==> src/rtl/bwg_pkg.sv <==
package bwg_pkg;

    typedef enum logic [1:0] {
        KIND_READ  = 2'd0,
        KIND_WRITE = 2'd1,
        KIND_INTA  = 2'd2
    } bwg_kind_e;

    typedef enum logic [1:0] {
        WIN_NONE = 2'd0,
        WIN_A    = 2'd1,
        WIN_B    = 2'd2
    } bwg_win_e;

    function automatic int max2(input int a, input int b);
        return (a > b) ? a : b;
    endfunction

endpackage

==> src/rtl/bwg_capture.sv <==
module bwg_capture
    import bwg_pkg::*;
#(
    parameter int ADDR_W            = 20,
    parameter bit INIT_FROM_STROBES = 1'b0
) (
    input  logic              clk,
    input  logic              rst_n,
    input  logic              ale,
    input  logic              rd_n,
    input  logic              wr_n,
    input  logic              inta_n,
    input  logic [ADDR_W-1:0] addr,
    output logic [ADDR_W-1:0] addr_held,
    output bwg_kind_e         kind_eff,
    output logic              hold
);

    typedef struct packed {
        logic [ADDR_W-1:0] addr;
        bwg_kind_e         kind;
        logic              vld;
    } cap_t;

    cap_t      cap_d, cap_q;
    bwg_kind_e kind_live;
    logic      any_strobe;

    generate
        if (INIT_FROM_STROBES) begin : g_hold_strb
            assign hold = rd_n & wr_n & inta_n;
        end else begin : g_hold_ale
            assign hold = ale;
        end
    endgenerate

    always_comb begin
        any_strobe = ~(rd_n & wr_n & inta_n);
        if (!inta_n)     kind_live = KIND_INTA;
        else if (!wr_n)  kind_live = KIND_WRITE;
        else             kind_live = KIND_READ;

        cap_d = cap_q;
        if (ale) cap_d.addr = addr;
        if (hold) begin
            cap_d.vld = 1'b0;
        end else if (!cap_q.vld && any_strobe) begin
            cap_d.vld  = 1'b1;
            cap_d.kind = kind_live;
        end
    end

    always_ff @(posedge clk or negedge rst_n) begin
        if (!rst_n) cap_q <= '{addr: '0, kind: KIND_READ, vld: 1'b0};
        else        cap_q <= cap_d;
    end

    assign addr_held = cap_q.addr;
    assign kind_eff  = cap_q.vld ? cap_q.kind : kind_live;

endmodule

==> src/rtl/bwg_window_decode.sv <==
module bwg_window_decode
    import bwg_pkg::*;
#(
    parameter int              ADDR_W = 20,
    parameter int              TAG_W  = 4,
    parameter logic [TAG_W-1:0] TAG_A = 4'h8,
    parameter logic [TAG_W-1:0] TAG_B = 4'h9
) (
    input  logic [ADDR_W-1:0] addr,
    output bwg_win_e          win
);

    logic [TAG_W-1:0] tag;

    always_comb begin
        tag = addr[ADDR_W-1 -: TAG_W];
        if (tag == TAG_A)      win = WIN_A;
        else if (tag == TAG_B) win = WIN_B;
        else                   win = WIN_NONE;
    end

endmodule

==> src/rtl/bwg_wait_select.sv <==
module bwg_wait_select
    import bwg_pkg::*;
#(
    parameter int WAIT_W    = 2,
    parameter int RD_WAIT_A = 1,
    parameter int WR_WAIT_A = 2,
    parameter int RD_WAIT_B = 2,
    parameter int WR_WAIT_B = 1,
    parameter int INTA_WAIT = 2
) (
    input  bwg_win_e          win,
    input  bwg_kind_e         kind,
    output logic [WAIT_W-1:0] waits
);

    always_comb begin
        waits = '0;
        if (kind == KIND_INTA) begin
            waits = WAIT_W'(INTA_WAIT);
        end else begin
            unique case (win)
                WIN_A:   waits = (kind == KIND_WRITE) ? WAIT_W'(WR_WAIT_A) : WAIT_W'(RD_WAIT_A);
                WIN_B:   waits = (kind == KIND_WRITE) ? WAIT_W'(WR_WAIT_B) : WAIT_W'(RD_WAIT_B);
                default: waits = '0;
            endcase
        end
    end

endmodule

==> src/rtl/bwg_ready_seq.sv <==
module bwg_ready_seq #(
    parameter int WAIT_W   = 2,
    parameter int MAX_WAIT = 2
) (
    input  logic              clk,
    input  logic              rst_n,
    input  logic              hold,
    input  logic [WAIT_W-1:0] waits,
    output logic              ready
);

    typedef struct packed {
        logic [WAIT_W-1:0] cnt;
        logic              rdy;
    } seq_t;

    localparam logic [WAIT_W-1:0] CNT_TOP = WAIT_W'(MAX_WAIT);

    seq_t seq_d, seq_q;

    always_comb begin
        seq_d = seq_q;
        if (hold) begin
            seq_d.cnt = '0;
            seq_d.rdy = 1'b0;
        end else begin
            seq_d.rdy = (seq_q.cnt >= waits);
            if (seq_q.cnt != CNT_TOP) seq_d.cnt = seq_q.cnt + 1'b1;
        end
    end

    always_ff @(posedge clk or negedge rst_n) begin
        if (!rst_n) seq_q <= '{cnt: '0, rdy: 1'b0};
        else        seq_q <= seq_d;
    end

    assign ready = seq_q.rdy;

endmodule

==> src/rtl/bus_wait_gen.sv <==
module bus_wait_gen
    import bwg_pkg::*;
#(
    parameter int              ADDR_W            = 20,
    parameter int              TAG_W             = 4,
    parameter logic [TAG_W-1:0] TAG_A            = 4'h8,
    parameter logic [TAG_W-1:0] TAG_B            = 4'h9,
    parameter int              RD_WAIT_A         = 1,
    parameter int              WR_WAIT_A         = 2,
    parameter int              RD_WAIT_B         = 2,
    parameter int              WR_WAIT_B         = 1,
    parameter int              INTA_WAIT         = 2,
    parameter bit              INIT_FROM_STROBES = 1'b0
) (
    input  logic              clk,
    input  logic              rst_n,
    input  logic              ale,
    input  logic              rd_n,
    input  logic              wr_n,
    input  logic              inta_n,
    input  logic [ADDR_W-1:0] addr,
    output logic              ready
);

    localparam int MAX_WAIT = max2(max2(max2(RD_WAIT_A, WR_WAIT_A),
                                        max2(RD_WAIT_B, WR_WAIT_B)), INTA_WAIT);
    localparam int WAIT_W   = (MAX_WAIT < 1) ? 1 : $clog2(MAX_WAIT + 1);

    logic [ADDR_W-1:0] addr_w;
    bwg_kind_e         kind_w;
    bwg_win_e          win_w;
    logic [WAIT_W-1:0] waits_w;
    logic              hold_w;

    bwg_capture #(.ADDR_W(ADDR_W), .INIT_FROM_STROBES(INIT_FROM_STROBES)) u_cap (
        .clk(clk), .rst_n(rst_n), .ale(ale), .rd_n(rd_n), .wr_n(wr_n),
        .inta_n(inta_n), .addr(addr), .addr_held(addr_w), .kind_eff(kind_w),
        .hold(hold_w)
    );

    bwg_window_decode #(.ADDR_W(ADDR_W), .TAG_W(TAG_W), .TAG_A(TAG_A), .TAG_B(TAG_B)) u_dec (
        .addr(addr_w), .win(win_w)
    );

    bwg_wait_select #(
        .WAIT_W(WAIT_W), .RD_WAIT_A(RD_WAIT_A), .WR_WAIT_A(WR_WAIT_A),
        .RD_WAIT_B(RD_WAIT_B), .WR_WAIT_B(WR_WAIT_B), .INTA_WAIT(INTA_WAIT)
    ) u_sel (
        .win(win_w), .kind(kind_w), .waits(waits_w)
    );

    bwg_ready_seq #(.WAIT_W(WAIT_W), .MAX_WAIT(MAX_WAIT)) u_seq (
        .clk(clk), .rst_n(rst_n), .hold(hold_w), .waits(waits_w), .ready(ready)
    );

endmodule

==> config.mk <==
export PLATFORM = sky130hd
export DESIGN_NAME = bus_wait_gen
export DESIGN_NICKNAME = d
export VERILOG_FILES = /design/src/rtl/bwg_pkg.sv /design/src/rtl/bwg_capture.sv /design/src/rtl/bwg_window_decode.sv /design/src/rtl/bwg_wait_select.sv /design/src/rtl/bwg_ready_seq.sv /design/src/rtl/bus_wait_gen.sv
export SDC_FILE = /design/constraint.sdc
export NUM_CORES = 1
export LEC_CHECK = 0
export BUFFER_PORTS_ARGS = -buffer_cell sky130_fd_sc_hd__buf_2
export CORE_MARGIN = 2
export CORE_UTILIZATION = 50
export CTS_CLUSTER_SIZE = 12
export DETAILED_ROUTE_END_ITERATION = 8
export PLACE_DENSITY = 0.7
export SKIP_CTS_REPAIR_TIMING = 1
export SLEW_MARGIN = 20
export SYNTH_ARGS = -nofsm -noshare
export SYNTH_HDL_FRONTEND = slang
export SYNTH_HIERARCHICAL = 1
export SYNTH_SLANG_ARGS = --single-unit
==> constraint.sdc <==
create_clock -name clk -period 5.8 [get_ports clk]
set_input_delay 0.87 -clock clk [delete_from_list [all_inputs] [get_ports clk]]
set_output_delay 0.87 -clock clk [all_outputs]
set_load 0.02 [all_outputs]
==> results.yml, run 1 <==
global_route:
  grt_pass1_vias: 417
  grt_pass1_wl_um: 1670
  grt_remaining_overflow: 0
  grt_usage_pct: 16.3
  antenna_found_initial: 0
  grt_max_degree: 12
power_and_ir_drop:
  peakVddDrop_mv: 0.194
  p_leak_nw: 0.327
  p_per_area_mw_per_mm2: 332
synth:
  syn_nets: 88
  synth.cell_area_um2: 661
  yosys_warnings: 6
  synth_area_per_cell_um2: 11.2
  synthCells: 59
timing:
  tns_ps: 0
  max_freq_mhz: 420
  max_slew_margin_pct: 66.8
  hold_viol: 0
  final-setup-viol-count: 0
  rsz0062_at_grt: "false"
  fin_crit_ps: 2380
  skew_ps: 2.23
  drv_slew: 0
  fin_crit_sh_pct: 41.0
  max_slew.worst_pin.slew_ps: 492
clocking:
  cts.sinks: 10
  cts_tree: "built"
  clk_path_buf_depth: 2
  insertion_delay_ps: 270
  numCtsBuffers: 3
  cts.clk_slew.worst_paths_ps: 70
  cts_root_buf: "clkbuf_4"
  htreeDepth: 1
critical_path:
  worstSetupPathType: "input pin to flip-flop"
  rr_worst_depth: 7
  worstPathArrival_ps: 2520
  rrSetupSlack_ps: 3780
  worstReg2RegEnd: "u_seq/ready"
  crit_fanout: 4
  r2r_start: "u_cap/addr_held[18]"
  cp.required_ps: 5940
  end_kind: "flip-flop"
  cp-start-kind: "input pin"
placed_design:
  dp_hpwl_um: 742
  place_area_um2: 646
  gp_congestion: 0.729
  portBuffers: 10
floorplan:
  start_util_pct: 52.1
  io_pins: 27
  die_y_um: 40.4
  core_area_mm2: 0.00127
  die_x_um: 40.4
  rows: 13
  die_area_mm2: 0.00163
cells_and_area:
  mostFrequentLayoutCells: "10 x buf_2, 10 x dfrtp_1, 5 x mux2_4, 4 x nand2_1, 4 x inv_1"
  antennaDiodeCount: 0
  final_cell_area_um2: 682
  final_nets: 95
  area.growth.synth_to_final_pct: 3.22
  layout-drive-gt1-share_pct: 35.4
run_status:
  status: "complete, no violations"
drt:
  vias: 411
  wl_per_cell_um: 12.1
  dr.pass1.iters: 2
  drc: 0
  drtIter0Drc: 4
  totalWireLength_um: 967
  ant_nets: 0
  viasPerCell: 5.14
flow_run:
  maxCapViolCount: 0
min_path:
  hp-class: "input pin to asynchronous set/reset pin"
[layout make-up]
| type | instances | area (um2) |
|---|---|---|
| clock buffer | 4 | 36.3 |
| fill | 118 | 587 |
| tap | 15 | 18.8 |
| timing repair buffer | 10 | 50.0 |
| inverter | 4 | 15.0 |
| multi-input combinational | 37 | 312 |
| sequential | 10 | 250 |
[worst max-delay path, cell delays in order]
cell	delay, ps
buf_2	110
nand2b_1	140
o21ai_0	410
mux2_4	340
mux2i_1	140
ha_1	250
nor3b_1	190
nor3_1	70
[where the power goes]
part / total (W) / leakage (nW) / switching, W / internal, W
sequential: 0.0000957 / 0.121 / 0.0000108 / 0.0000850
clock: 0.0000628 / 0.0210 / 0.0000247 / 0.0000381
combinational: 0.0000679 / 0.185 / 0.0000344 / 0.0000335
[how the worst max path moves through the flow]
stage,slack (ps),cells past startpoint,end,from
2_1_floorplan,3400,7,u_seq/ready,wr_n
3_3_place_gp,3140,8,u_seq/ready,wr_n
3_5_place_dp,3130,8,u_seq/ready,wr_n
4_1_cts,3410,8,u_seq/ready,wr_n
5_1_grt,3290,8,u_seq/ready,wr_n
6_report,3420,8,u_seq/ready,wr_n
[metal layers]
| layer | global-route usage, % | part of all wire, % |
|---|---|---|
| met3 | 8.33 | 3.8 |
| met2 | 26.6 | 50 |
| met5 | 0 | 0 |
| met4 | 5.00 | 0 |
| met1 | 18.3 | 47 |
[metrics by stage]
stage | hold WS, ps | utilization, % | instances | total power (W) | worst slack, ps
after floorplan | 483 | - | 59 | 0.000154 | 3400
after global placement | 511 | 50.9 | 76 | 0.000161 | 3140
after detailed placement | 517 | 50.9 | 76 | 0.000165 | 3130
after CTS | 451 | 53.7 | 80 | 0.000229 | 3410
after global routing | 457 | 53.7 | 80 | 0.000242 | 3290
final | 449 | 53.7 | 80 | 0.000226 | 3420
[registers in the layout, summed over array words and instances (netlist names)]
signal	flops
u_cap/cap_q	3
u_cap/addr_held	4
u_seq/seq_q	2
u_seq/ready	1
No activity file was read; power rests on OpenSTA's default activity.
==> inputs of run 2 (changes only) <==
==> constraint.sdc (replaced) <==
create_clock -name clk -period 2.5 [get_ports clk]
set_input_delay 0.375 -clock clk [delete_from_list [all_inputs] [get_ports clk]]
set_output_delay 0.375 -clock clk [all_outputs]
set_load 0.02 [all_outputs]
==> run 2 against run 1 <==
Effect of this change:
- critical path depth fell by 1
- final area is 1.5% higher
- final cell count increased by 1.3%
- global-route usage stayed put
- worst hold slack worse by 110 ps
- register-to-register slack lost 3300 ps
- via count grew 0.97%
==> results.yml, run 2 (synthesized netlist as in run 1, its figures left out) <==
timing:
  hold_viol: 0
  max_freq_mhz: 494
  rsz0062_at_grt: "false"
  skew_ps: 2.23
  tns_ps: 0
  fin_crit_ps: 2020
  max_slew.worst_pin.slew_ps: 492
  final-setup-viol-count: 0
  drv_slew: 0
  max_slew_margin_pct: 66.8
  fin_crit_sh_pct: 80.9
floorplan:
  die_x_um: 40.4
  start_util_pct: 52.1
  die_area_mm2: 0.00163
  core_area_mm2: 0.00127
  die_y_um: 40.4
  io_pins: 27
  rows: 13
power_and_ir_drop:
  peakVddDrop_mv: 0.449
  pwr-share-clk_pct: 27.7
  p_sw_w: 0.000162
  power_frac_seq_pct: 42.2
  p_leak_nw: 0.331
  p_int_w: 0.000364
  pwr-share-comb_pct: 30.1
  switching_share_pct: 30.8
  p_per_area_mw_per_mm2: 761
flow_run:
  maxCapViolCount: 0
critical_path:
  crit_path_max_incr_delay_ps: 400
  end_kind: "flip-flop"
  cp.required_ps: 2640
  worstPathArrival_ps: 2170
  worstReg2RegEnd: "u_seq/ready"
  rr_worst_depth: 7
  rrSetupSlack_ps: 480
  worstSetupPathType: "flip-flop to flip-flop"
  crit_buf_inv: 0
  r2r_start: "u_cap/addr_held[18]"
  cp_cell_sequence: "and4bb_2 -> or2b_1 -> mux2_4 -> mux2i_1 -> ha_1 -> nor3b_1 -> nor3_1"
  cp-start-kind: "flip-flop"
  crit_fanout: 3
  critPathSlowestCell: "dfrtp_1"
  cp_top_family: "simple AND/OR/NAND/NOR gates"
global_route:
  grt_usage_pct: 16.3
  grt_remaining_overflow: 0
  antenna_found_initial: 0
  grt_pass1_vias: 417
  grt_max_degree: 12
  grt_pass1_wl_um: 1670
drt:
  drtIter0Drc: 4
  drc: 0
  wl_per_cell_um: 12.0
  ant_nets: 0
  vias: 415
  totalWireLength_um: 973
  viasPerCell: 5.12
  dr.pass1.iters: 2
placed_design:
  dp_hpwl_um: 742
  gp_congestion: 0.729
  place_inst: 76
  portBuffers: 10
cells_and_area:
  fin_cells: 81
  layout-drive-gt1-share_pct: 34.8
  multi_input_area_um2: 312
  regArea_um2: 250
  mostFrequentLayoutCells: "10 x buf_2, 10 x dfrtp_1, 5 x mux2_4, 4 x nand2_1, 4 x inv_1"
  final_nets: 96
  antennaDiodeCount: 0
  fillers: 117
  area.growth.synth_to_final_pct: 4.73
  largest_reg_flops: 4
run_status:
  status: "complete, no violations"
min_path:
  holdPathEnd: "u_cap/addr_held[19]"
  hold_path.startpoint: "addr[19]"
  hp-class: "input pin to flip-flop"
  min_path_cells: 2
clocking:
  insertion_delay_ps: 270
  numCtsBuffers: 3
  cts.sinks: 10
  clk_path_buf_depth: 2
  htreeDepth: 1
  cts_root_buf: "clkbuf_4"
  cts.clk_slew.worst_paths_ps: 70
  cts_tree: "built"
[run 2: cell count changes in the layout (fill, tap and decap cells not counted), sizes merged]
cell / delta
dlygate4sd3: +1
[run 2: area by class of cell]
type	instances	share of cell area, %
clock buffers	4	5.24
inverters	4	2.17
multi-input cells	37	45.0
flip-flops and latches	10	36.2
well taps	15	2.71
repair buffers	11	8.68
[run 2: worst max-delay path by stage]
stage                   startpoint     endpoint  slack [ps]  depth (start not counted)
2_1_floorplan  u_cap/addr_held[18]  u_seq/ready         510                          8
3_3_place_gp                  wr_n  u_seq/ready         330                          8
3_5_place_dp                  wr_n  u_seq/ready         330                          8
4_1_cts        u_cap/addr_held[18]  u_seq/ready         470                          7
5_1_grt             u_cap/cap_q[0]  u_seq/ready         340                          6
6_report       u_cap/addr_held[18]  u_seq/ready         480                          7
[run 2: per-layer routing]
layer,track usage [%],routed length [um]
met5,0,0
met4,5.00,0
met3,8.33,37
met2,26.6,478
met1,18.3,458
[run 2: worst reg2reg max path, stage by stage (launching register included)]
cell,delay [ps]
dfrtp_1,400
and4bb_2,320
or2b_1,270
mux2_4,260
mux2i_1,140
ha_1,250
nor3b_1,190
nor3_1,70
[run 2: through the flow]
step | utilization (%) | area [um2] | hold WS [ps] | total power (W) | worst slack, ps
2_1_floorplan | - | 661 | 79.4 | 0.000357 | 508
3_3_place_gp | 50.9 | 646 | 247 | 0.000373 | 333
3_5_place_dp | 50.9 | 646 | 248 | 0.000382 | 330
4_1_cts | 53.7 | 682 | -43.8 | 0.000531 | 470
5_1_grt | 54.5 | 692 | 335 | 0.000563 | 337
6_report | 54.5 | 692 | 337 | 0.000527 | 477
[run 2: power groups by stage]
stage	combinational, W	clock (W)	sequential [W]
detailed placement	0.000157	0	0.000225
global route	0.000180	0.000157	0.000227
CTS	0.000159	0.000150	0.000222
global placement	0.000150	0	0.000223
floorplan	0.000131	0	0.000226
finish	0.000159	0.000146	0.000222
